## config.mk

```make
export PLATFORM = sky130hd
export DESIGN_NAME = ctr16_timer
export DESIGN_NICKNAME = d
export VERILOG_FILES = /design/src/rtl/ctr16_pkg.sv /design/src/rtl/ctr16_regs.sv /design/src/rtl/ctr16_core.sv /design/src/rtl/ctr16_irq.sv /design/src/rtl/ctr16_timer.sv
export SDC_FILE = /design/constraint.sdc
export NUM_CORES = 1
export LEC_CHECK = 0
export BUFFER_PORTS_ARGS = -buffer_cell sky130_fd_sc_hd__buf_2
export CAP_MARGIN = 20
export CORE_MARGIN = 2
export CORE_UTILIZATION = 55
export DETAILED_ROUTE_END_ITERATION = 10
export PLACE_DENSITY = 0.74
export SLEW_MARGIN = 25
export SYNTH_ARGS = -nofsm -noshare
export SYNTH_HDL_FRONTEND = slang
export SYNTH_SLANG_ARGS = --single-unit
```

## constraint.sdc

```tcl
create_clock -name clk -period 3.6 [get_ports clk]
set_clock_uncertainty 0.15 [all_clocks]
set_input_delay 0.54 -clock clk [delete_from_list [all_inputs] [get_ports clk]]
set_output_delay 0.54 -clock clk [all_outputs]
set_load 0.05 [all_outputs]
```

## src/rtl/ctr16_pkg.sv

```systemverilog
package ctr16_pkg;
    localparam int BYTE_W = 8;
    localparam int CNT_W  = 2 * BYTE_W;
    localparam int ADDR_W = 3;

    localparam logic [ADDR_W-1:0] A_CSR    = 3'd0;
    localparam logic [ADDR_W-1:0] A_MODE   = 3'd1;
    localparam logic [ADDR_W-1:0] A_CNT_HI = 3'd2;
    localparam logic [ADDR_W-1:0] A_CNT_LO = 3'd3;
    localparam logic [ADDR_W-1:0] A_TC_HI  = 3'd4;
    localparam logic [ADDR_W-1:0] A_TC_LO  = 3'd5;

    typedef enum logic [1:0] {
        SHP_PULSE   = 2'b00,
        SHP_ONESHOT = 2'b01,
        SHP_SQUARE  = 2'b10,
        SHP_RSVD    = 2'b11
    } shape_e;

    typedef struct packed {
        logic   cont;       // 1 continuous, 0 single-cycle
        logic   out_en;     // drive the output pin
        logic   xcnt_en;    // external count input selected
        logic   xtrig_en;   // external trigger accepted
        logic   xgate_en;   // external gate qualifies counting
        logic   retrig_en;  // restart while running
        shape_e shape;
    } mode_t;

    typedef enum logic [2:0] {
        IC_NOP     = 3'd0,
        IC_CLR_BOTH = 3'd1,
        IC_SET_IUS = 3'd2,
        IC_CLR_IUS = 3'd3,
        IC_SET_IP  = 3'd4,
        IC_CLR_IP  = 3'd5,
        IC_SET_IE  = 3'd6,
        IC_CLR_IE  = 3'd7
    } icmd_e;

    typedef enum logic {ST_IDLE = 1'b0, ST_RUN = 1'b1} run_st_e;
    typedef enum logic {LAT_LIVE = 1'b0, LAT_FROZEN = 1'b1} lat_st_e;
endpackage

```

## src/rtl/ctr16_regs.sv

```systemverilog
module ctr16_regs
    import ctr16_pkg::*;
(
    input  logic              clk,
    input  logic              rst_n,
    input  logic              wr_en,
    input  logic              rd_en,
    input  logic [ADDR_W-1:0] addr,
    input  logic [BYTE_W-1:0] wdata,
    input  logic [CNT_W-1:0]  live_cnt,
    output mode_t             mode,
    output logic [CNT_W-1:0]  tconst,
    output logic              gate_cmd,
    output logic              sw_trig,
    output logic              icmd_vld,
    output icmd_e             icmd,
    output logic              frozen,
    output logic [CNT_W-1:0]  snap
);
    logic    wr_csr;
    logic    rd_lo;
    lat_st_e lat_q, lat_d;

    assign wr_csr   = wr_en && (addr == A_CSR);
    assign rd_lo    = rd_en && (addr == A_CNT_LO);
    assign sw_trig  = wr_csr && wdata[1];
    assign icmd_vld = wr_csr;
    assign icmd     = icmd_e'(wdata[7:5]);
    assign frozen   = (lat_q == LAT_FROZEN);

    // configuration registers
    always_ff @(posedge clk or negedge rst_n) begin
        if (!rst_n) begin
            mode     <= '0;
            tconst   <= '0;
            gate_cmd <= 1'b0;
        end else if (wr_en) begin
            unique case (addr)
                A_CSR:   gate_cmd <= wdata[2];
                A_MODE:  mode <= mode_t'(wdata);
                A_TC_HI: tconst[CNT_W-1:BYTE_W] <= wdata;
                A_TC_LO: tconst[BYTE_W-1:0] <= wdata;
                default: ;
            endcase
        end
    end

    // read latch: state register
    always_ff @(posedge clk or negedge rst_n) begin
        if (!rst_n) lat_q <= LAT_LIVE;
        else        lat_q <= lat_d;
    end

    // read latch: transitions freeze / release
    always_comb begin
        lat_d = lat_q;
        unique case (lat_q)
            LAT_LIVE:   if (wr_csr && wdata[3]) lat_d = LAT_FROZEN;
            LAT_FROZEN: if (rd_lo)              lat_d = LAT_LIVE;
        endcase
    end

    // snapshot capture on the freeze transition
    always_ff @(posedge clk or negedge rst_n) begin
        if (!rst_n)                                    snap <= '0;
        else if (lat_q == LAT_LIVE && lat_d == LAT_FROZEN) snap <= live_cnt;
    end

    // a frozen snapshot stays put until the low byte is read
    assert_snap_hold_R11: assert property (@(posedge clk) disable iff (!rst_n)
        (lat_q == LAT_FROZEN && !rd_lo) |=> (lat_q == LAT_FROZEN && $stable(snap)));
    // low-byte read releases the snapshot
    assert_snap_release_R11: assert property (@(posedge clk) disable iff (!rst_n)
        (lat_q == LAT_FROZEN && rd_lo) |=> (lat_q == LAT_LIVE));
endmodule

```

## src/rtl/ctr16_core.sv

```systemverilog
module ctr16_core
    import ctr16_pkg::*;
(
    input  logic             clk,
    input  logic             rst_n,
    input  mode_t            mode,
    input  logic [CNT_W-1:0] tconst,
    input  logic             gate_cmd,
    input  logic             sw_trig,
    input  logic             cnt_en,
    input  logic             ext_gate,
    input  logic             ext_trig,
    input  logic             ext_cnt,
    output logic [CNT_W-1:0] count,
    output logic             cip,
    output logic             tc_evt,
    output logic             shape_out
);
    run_st_e          st_q, st_d;
    logic             trig_q, xcnt_q;
    logic             trig_req, trig_ok, tick, gate_ok, step;
    logic [CNT_W-1:0] count_q;
    logic             shp_q;

    // input edge detection
    always_ff @(posedge clk or negedge rst_n) begin
        if (!rst_n) begin
            trig_q <= 1'b0;
            xcnt_q <= 1'b0;
        end else begin
            trig_q <= ext_trig;
            xcnt_q <= ext_cnt;
        end
    end

    assign trig_req = sw_trig || (mode.xtrig_en && ext_trig && !trig_q);
    assign trig_ok  = trig_req && ((st_q == ST_IDLE) || mode.retrig_en);
    assign tick     = mode.xcnt_en ? (ext_cnt && !xcnt_q) : cnt_en;
    assign gate_ok  = gate_cmd && (!mode.xgate_en || ext_gate);
    assign step     = (st_q == ST_RUN) && gate_ok && tick && !trig_ok;
    assign tc_evt   = step && (count_q == CNT_W'(1));

    // state register
    always_ff @(posedge clk or negedge rst_n) begin
        if (!rst_n) st_q <= ST_IDLE;
        else        st_q <= st_d;
    end

    // transitions: start on accepted trigger, stop at terminal count in single-cycle
    always_comb begin
        st_d = st_q;
        unique case (st_q)
            ST_IDLE: if (trig_ok)                st_d = ST_RUN;
            ST_RUN:  if (tc_evt && !mode.cont)   st_d = ST_IDLE;
        endcase
    end

    // count datapath
    always_ff @(posedge clk or negedge rst_n) begin
        if (!rst_n)       count_q <= '0;
        else if (trig_ok) count_q <= tconst;
        else if (tc_evt)  count_q <= mode.cont ? tconst : '0;
        else if (step)    count_q <= count_q - CNT_W'(1);
    end

    // output shaper
    always_ff @(posedge clk or negedge rst_n) begin
        if (!rst_n) begin
            shp_q <= 1'b0;
        end else begin
            unique case (mode.shape)
                SHP_ONESHOT: begin
                    if (trig_ok)     shp_q <= 1'b1;
                    else if (tc_evt) shp_q <= 1'b0;
                end
                SHP_SQUARE: begin
                    if (trig_ok && st_q == ST_IDLE) shp_q <= 1'b0;
                    else if (tc_evt)                shp_q <= !shp_q;
                end
                SHP_PULSE, SHP_RSVD: begin
                    if (tc_evt)             shp_q <= 1'b1;
                    else if (trig_ok || tick) shp_q <= 1'b0;
                end
            endcase
        end
    end

    assign count     = count_q;
    assign cip       = (st_q == ST_RUN);
    assign shape_out = shp_q;

    // a start from idle loads the reload value and enters the run state
    assert_start_load_R2: assert property (@(posedge clk) disable iff (!rst_n)
        (st_q == ST_IDLE && trig_ok) |=> (st_q == ST_RUN && count_q == $past(tconst)));
    // count holds while the gate is closed
    assert_gate_hold_R3: assert property (@(posedge clk) disable iff (!rst_n)
        (st_q == ST_RUN && !gate_ok && !trig_ok) |=> $stable(count_q));
    // single-cycle terminal count stops at zero
    assert_single_stop_R6: assert property (@(posedge clk) disable iff (!rst_n)
        (tc_evt && !mode.cont && !trig_ok) |=> (st_q == ST_IDLE && count_q == '0));
    // one-shot output only rises from an accepted trigger
    assert_oneshot_rise_R7: assert property (@(posedge clk) disable iff (!rst_n)
        ($rose(shp_q) && $past(mode.shape == SHP_ONESHOT)) |-> $past(trig_ok));
endmodule

```

## src/rtl/ctr16_irq.sv

```systemverilog
module ctr16_irq
    import ctr16_pkg::*;
(
    input  logic  clk,
    input  logic  rst_n,
    input  logic  tc_evt,
    input  logic  icmd_vld,
    input  icmd_e icmd,
    output logic  ip,
    output logic  ie,
    output logic  ius,
    output logic  err,
    output logic  irq
);
    logic ip_d, ie_d, ius_d, err_d;

    always_comb begin
        ip_d  = ip;
        ie_d  = ie;
        ius_d = ius;
        err_d = err;
        if (icmd_vld) begin
            unique case (icmd)
                IC_NOP:      ;
                IC_CLR_BOTH: begin ip_d = 1'b0; ius_d = 1'b0; err_d = 1'b0; end
                IC_SET_IUS:  ius_d = 1'b1;
                IC_CLR_IUS:  ius_d = 1'b0;
                IC_SET_IP:   ip_d = 1'b1;
                IC_CLR_IP:   begin ip_d = 1'b0; err_d = 1'b0; end
                IC_SET_IE:   ie_d = 1'b1;
                IC_CLR_IE:   ie_d = 1'b0;
            endcase
        end
        // hardware event wins over a same-cycle clear
        if (tc_evt) begin
            ip_d = 1'b1;
            if (ip) err_d = 1'b1;
        end
    end

    always_ff @(posedge clk or negedge rst_n) begin
        if (!rst_n) begin
            ip  <= 1'b0;
            ie  <= 1'b0;
            ius <= 1'b0;
            err <= 1'b0;
        end else begin
            ip  <= ip_d;
            ie  <= ie_d;
            ius <= ius_d;
            err <= err_d;
        end
    end

    assign irq = ip && ie && !ius;

    // terminal count always leaves pending set
    assert_tc_sets_ip_R9: assert property (@(posedge clk) disable iff (!rst_n)
        tc_evt |=> ip);
    // clear-enable command drops the enable flag
    assert_clr_ie_R8: assert property (@(posedge clk) disable iff (!rst_n)
        (icmd_vld && icmd == IC_CLR_IE) |=> !ie);
endmodule

```

## src/rtl/ctr16_timer.sv

```systemverilog
module ctr16_timer
    import ctr16_pkg::*;
(
    input  logic              clk,
    input  logic              rst_n,
    input  logic              wr_en,
    input  logic              rd_en,
    input  logic [ADDR_W-1:0] addr,
    input  logic [BYTE_W-1:0] wdata,
    output logic [BYTE_W-1:0] rdata,
    input  logic              cnt_en,
    input  logic              ext_gate,
    input  logic              ext_trig,
    input  logic              ext_cnt,
    output logic              out_pin,
    output logic              irq
);
    mode_t            mode;
    icmd_e            icmd;
    logic [CNT_W-1:0] tconst, count, snap, rd_cnt;
    logic             gate_cmd, sw_trig, icmd_vld, frozen;
    logic             cip, tc_evt, shape_out;
    logic             ip, ie, ius, err;

    ctr16_regs u_regs (
        .clk(clk), .rst_n(rst_n), .wr_en(wr_en), .rd_en(rd_en), .addr(addr),
        .wdata(wdata), .live_cnt(count), .mode(mode), .tconst(tconst),
        .gate_cmd(gate_cmd), .sw_trig(sw_trig), .icmd_vld(icmd_vld), .icmd(icmd),
        .frozen(frozen), .snap(snap)
    );

    ctr16_core u_core (
        .clk(clk), .rst_n(rst_n), .mode(mode), .tconst(tconst), .gate_cmd(gate_cmd),
        .sw_trig(sw_trig), .cnt_en(cnt_en), .ext_gate(ext_gate), .ext_trig(ext_trig),
        .ext_cnt(ext_cnt), .count(count), .cip(cip), .tc_evt(tc_evt),
        .shape_out(shape_out)
    );

    ctr16_irq u_irq (
        .clk(clk), .rst_n(rst_n), .tc_evt(tc_evt), .icmd_vld(icmd_vld), .icmd(icmd),
        .ip(ip), .ie(ie), .ius(ius), .err(err), .irq(irq)
    );

    assign rd_cnt = frozen ? snap : count;

    always_comb begin
        case (addr)
            A_CSR:    rdata = {ius, ie, ip, err, frozen, gate_cmd, 1'b0, cip};
            A_MODE:   rdata = mode;
            A_CNT_HI: rdata = rd_cnt[CNT_W-1:BYTE_W];
            A_CNT_LO: rdata = rd_cnt[BYTE_W-1:0];
            A_TC_HI:  rdata = tconst[CNT_W-1:BYTE_W];
            A_TC_LO:  rdata = tconst[BYTE_W-1:0];
            default:  rdata = '0;
        endcase
    end

    assign out_pin = mode.out_en && shape_out;

    // no request while under service
    assert_irq_masked_R10: assert property (@(posedge clk) disable iff (!rst_n)
        ius |-> !irq);
endmodule

```

---- Word level (Yosys, flattened, before mapping) ----
Cells that the tools add are included.
W data, S select, Z words.
word-level totals
  logic and storage cells ................. 120
  register bits after elaboration ......... 66
cells by class
  equal/unequal tests ..................... 19
  reductions and logical operators ........ 48
  add/sub/neg operators ................... 1
  mux-type cells .......................... 29
  bitwise gates (word level) .............. 2
operator list
  kind                     count
  $mux W16                 5
  $pmux W8 S6              1
  $logic_and A1 B1 Y1      19
  $eq A3 B3 Y1 const B     6
  $mux W1                  17
  $eq A16 B1 Y1 const B    1
  $sub A16 B1 Y16 const B  1
  $reduce_and A2 Y1        7
  $eq A3 B2 Y1 const B     4
  $pmux W1 S2              5
  $ne A3 B1 Y1 const B     3
  $logic_not A1 Y1         7
  $eq A3 B1 Y1 const B     2
  $reduce_bool A2 Y1       3
  $reduce_bool A3 Y1       2
  $reduce_or A2 Y1         3
  $eq A2 B2 Y1 const B     2
  $logic_or A1 B1 Y1       4
  $logic_not A3 Y1         1
  $pmux W1 S3              1
  $reduce_and A3 Y1        1
  $eq A2 B1 Y1 const B     1
  $logic_not A2 Y1         1
  $not A1 Y1               2

---- Logic depth before layout (Yosys ltp) ----
  word-level depth ........................ 11
  mapped depth ............................ 8

---- Cells and area by module ----
A second synthesis with hierarchy kept.
unflattened totals
  cells, all modules ...................... 331
  area, all modules ....................... 3826.2 µm²
modules (own cells, without submodules)
  module       instances  area each (µm²)  sequential area each (µm²)  cells each
  ctr16_regs   1          1684.1           1051.0                      98
  ctr16_core   1          1408.9           500.5                       163
  ctr16_timer  1          553.0            0.0                         54
  ctr16_irq    1          180.2            100.1                       16

---- Worst setup path before layout ----
No wires, ideal clock.
  kind .................................... input -> output
  from .................................... input port addr[2]
  to ...................................... output port rdata[3]
  required time ........................... 2.910 ns
  slack ................................... 0.895 ns
  stages on the path ...................... 4
  arrival time ............................ 2.015 ns
  path buffers ............................ 1
  cell sequence ........................... buf_4 > nor3b_2 > a21oi_1 > o221ai_1
between the ends
  cells in the longest elaborated chain, start to end .. 2
ends and longest elaborated chain
  element                               line               RTL
  start, declared                       ctr16_timer.sv:8   input logic [ADDR_W-1:0] addr,
  $eq A3 B3 Y1 (tied with other cells)  ctr16_timer.sv:47  case (addr)
  $pmux W8 S6 (*)                       ctr16_timer.sv:47
  end, declared                         ctr16_timer.sv:10  output logic [BYTE_W-1:0] rdata,
Every way passes the cells marked *; elsewhere a longest branch is shown, timed or not.

---- Worst setup path after layout ----
  from .................................... register u_regs.lat_q (netlist: u_regs.frozen)
  to ...................................... output port rdata[1]
between the ends
  cells in the longest elaborated chain, start to end .. 2
ends and longest elaborated chain
  element                 line               RTL
  start, declared         ctr16_regs.sv:22   lat_st_e lat_q, lat_d;
  start signal, assigned  ctr16_regs.sv:51   else lat_q <= lat_d;
  $mux W16                ctr16_timer.sv:44  assign rd_cnt = frozen ? snap : count;
  $pmux W8 S6             ctr16_timer.sv:47
No other way between the ends.

==> summary.md <==
| Metric | Value |
|---|---|
| Clock Pin Slew Worst Setup and Hold Paths | `0.08 ns` |
| Final setup viols | `0` |
| CTS Root Cell | `clkbuf_8` |
| Post-synthesis mux area share | `0.145` |
| Most frequent cells in the layout | `dfrtp_1 (66), mux2_2 (40), nand2_1 (35), o21ai_0 (30), buf_2 (28)` |
| Die width | `86.3 um` |
| Endpoints failing hold | `0` |
| FP Rows | `30` |
| FF/Latch Area | `0.00165 sq mm` |
| Predominant post-synthesis flop cell | `dfrtp_1` |
| RSZ-0062 raised after global routing | `no` |
| Drt drc | `0` |
| Postcts setup bufs | `0` |
| Syn Nets | `381` |
| Post-synthesis compound-gate area fraction | `0.185` |
| Seq/Total Area, Yosys | `0.443` |
| Met3 WL | `656 um` |
| Post-DP Area | `0.00389 sq mm` |
| Fillers | `569` |
| Synth-to-layout area growth | `9.30%` |
| First-pass GRT wire length | `15.5 mm` |
| Starting density of the core | `0.558` |
| Pin count of the biggest net entering global routing | `48` |
| Gr usage total | `0.276` |
| Die ar. | `0.00745 sq mm` |
| CP arrival | `2.34 ns` |
| Cts hold-fix bufs | `1` |
| Synthesized area per cell | `10.4 sq um` |
| MaxCap Viol Count | `0` |
| FFs w/ async S/R, synth | `1.00` |
| PnR Total Power | `2.74 mW` |
| Final Non-Filler Cells | `465` |
| Post-Synth Adder-Cell Area | `0.0168` |
| Post-Synth XOR/XNOR Area | `0` |
| Post-synthesis cell area | `0.00373 sq mm` |
| EDFF count, synth | `0` |
| Worst-margin pin slew | `0.914 ns` |
| Post-Synthesis Cells | `357` |
| Clock Sinks | `66` |
| Cell accounting for the most synthesized area | `dfrtp_1` |
| Relative slew slack | `0.386` |
| Cell area after layout | `0.00408 sq mm` |
| CTS tree | `yes` |
| Pwr dens | `673 mW/mm^2` |
| Flops & latches, synth | `66` |
| Startpoint types | `flip-flop` |
| Clk_lat worst skew | `0.35 ns` |
| Critical Path Sink Type | `output port` |
| Leakage power | `1.77 nW` |
| Nets | `404` |
| F_max | `0.330 GHz` |
| Final Max Tran Viols | `0` |
| Die H | `86.3 um` |
| Num CTS Buffers | `9` |
| Max Fanout on Critical Path | `14` |
| Synth Area in Simple Gates | `0.168` |
| Placement Setup Slack | `0.851 ns` |
| H-tree depth | `3` |
| DRT antenna net count | `0` |
| Initial antenna violation count | `0` |
| Avg WL per Cell | `21.4 um` |
| Unique masters post-synth | `65` |
| Final worst path period need | `3.03 ns` |
| Area of the multi-input gates | `0.00192 sq mm` |
| Yosys warning total | `0` |
| Worst hold path type | `input pin to flip-flop` |
| Vias/cell | `6.53` |
| Wl on met1 | `4.44 mm` |
| Layout cells sized above 1 | `0.275` |
| Post-CTS sizing | `0` |
| First-pass DRT Iterations | `5` |
| Top cell type's share of synthesized area | `0.443` |
| GPL Wtd Cong | `0.921` |
| Tcrit/Tclk final | `0.842` |
| Vias after detailed routing | `3038` |
| WP data required | `2.91 ns` |
| Final Core Density | `0.610` |
| IO Count | `29` |
| Worst setup margin | `0.570 ns` |
| # placed instances | `448` |
| GRT overflow | `0` |
| Top Layer Used | `met4` |
| Commonest non-fill, non-tap cell in the layout | `dfrtp_1` |
| Max VDD drop | `0.331 mV` |
| Antenna cells | `0` |
| Ranking of synthesized cells by area | `dfrtp_1 (44%), mux2_2 (12%), o21ai_0 (4.0%)` |
| Hold_ws | `0.158 ns` |
| Final WL | `9.94 mm` |
| Placeable Area | `0.00668 sq mm` |
| Crit Path Class | `flip-flop to output port` |
| Number of DRC markers in iteration 0 | `313` |
| Routed wl met2 | `4.64 mm` |
| Post-DP HPWL | `7.16 mm` |
| Number of global-route vias before repair | `2807` |
| Status | `finished clean` |
| IO Port Bufs | `28` |
| Final setup TNS | `0 ns` |
| Clock tree buffer depth | `2` |
| Largest family of logic cells by synthesized area | `compound AO/OA/AOI/OAI gates` |
## layer usage
metal | vias to the layer above | global-route usage
met2 | 137 | 0.420
li1 | 1395 | -
met5 | - | 0
met1 | 1485 | 0.392
met3 | 21 | 0.0705
met4 | 0 | 0.0810
## synthesized netlist by cell type (all sizes together) (5+ instances only)
cell type	n
nor2	14
ha	5
o311ai	5
inv	10
a221o	8
a21oi	8
a211oi	5
nand3	6
and3	5
mux2i	9
a31oi	5
clkbuf	7
nand2	36
mux2	40
buf	15
dfrtp	66
o21ai	31
nor3	11
a22oi	8
a221oi	6
## worst paths after layout
path	from	endpoint	slack (ns)	depth (start not counted)
max	u_regs.frozen$_DFF_PN0_	rdata[1]	0.57	5
min	ext_cnt	u_core.xcnt_q$_DFF_PN0_	0.16	1
max reg2reg	u_core.count[1]$_DFFE_PN0P_	u_core.count[10]$_DFFE_PN0P_	0.95	7
min reg2reg	u_regs.snap[0]$_DFFE_PN0P_	u_regs.snap[0]$_DFFE_PN0P_	0.34	2
max in group asynchronous	rst_n	u_irq.ius$_DFFE_PN0P_	1.83	3
min in group asynchronous	rst_n	u_regs.snap[2]$_DFFE_PN0P_	0.52	2
## power by group
part	total [mW]	switching [mW]	internal (mW)
clock network	0.569	0.316	0.254
registers	1.29	0.315	0.971
logic	0.886	0.482	0.403
total	2.74	1.11	1.63
## registers in the layout, summed over array words and instances, names as in the netlist
name / flops
u_regs.gate_cmd: 1
u_regs.mode: 8
u_core.count: 16
u_regs.tconst: 16
u_irq.ius: 1
u_irq.ip: 1
u_irq.ie: 1
u_regs.snap: 16
u_irq.err: 1
u_regs.frozen: 1
u_core.shape_out: 1
u_core.xcnt_q: 1
u_core.cip: 1
u_core.trig_q: 1
## cells by family after synthesis
group,Yosys count
adders and majority gates,5
muxes,49
DFF,66
and+or+nand+nor,108
AOI/OAI and AO/OA,97
buffers and inverters,32
## critical path, cell delays in order (launching register included)
cell and delay [ns]:
dfrtp_1 0.78, mux2_2 0.42, a22oi_1 0.15, o21ai_0 0.14, a221o_1 0.29, buf_2 0.21
## area by class of cell
class	count	share of cell area
Inverter	10	0.00921
Clock buffer	9	0.0304
Timing Repair Buffer	34	0.0461
Clock inverter	7	0.0132
Sequential cell	66	0.405
Multi-Input combinational cell	259	0.471
Tap cell	80	0.0246
(Power assumes the default switching activity.)
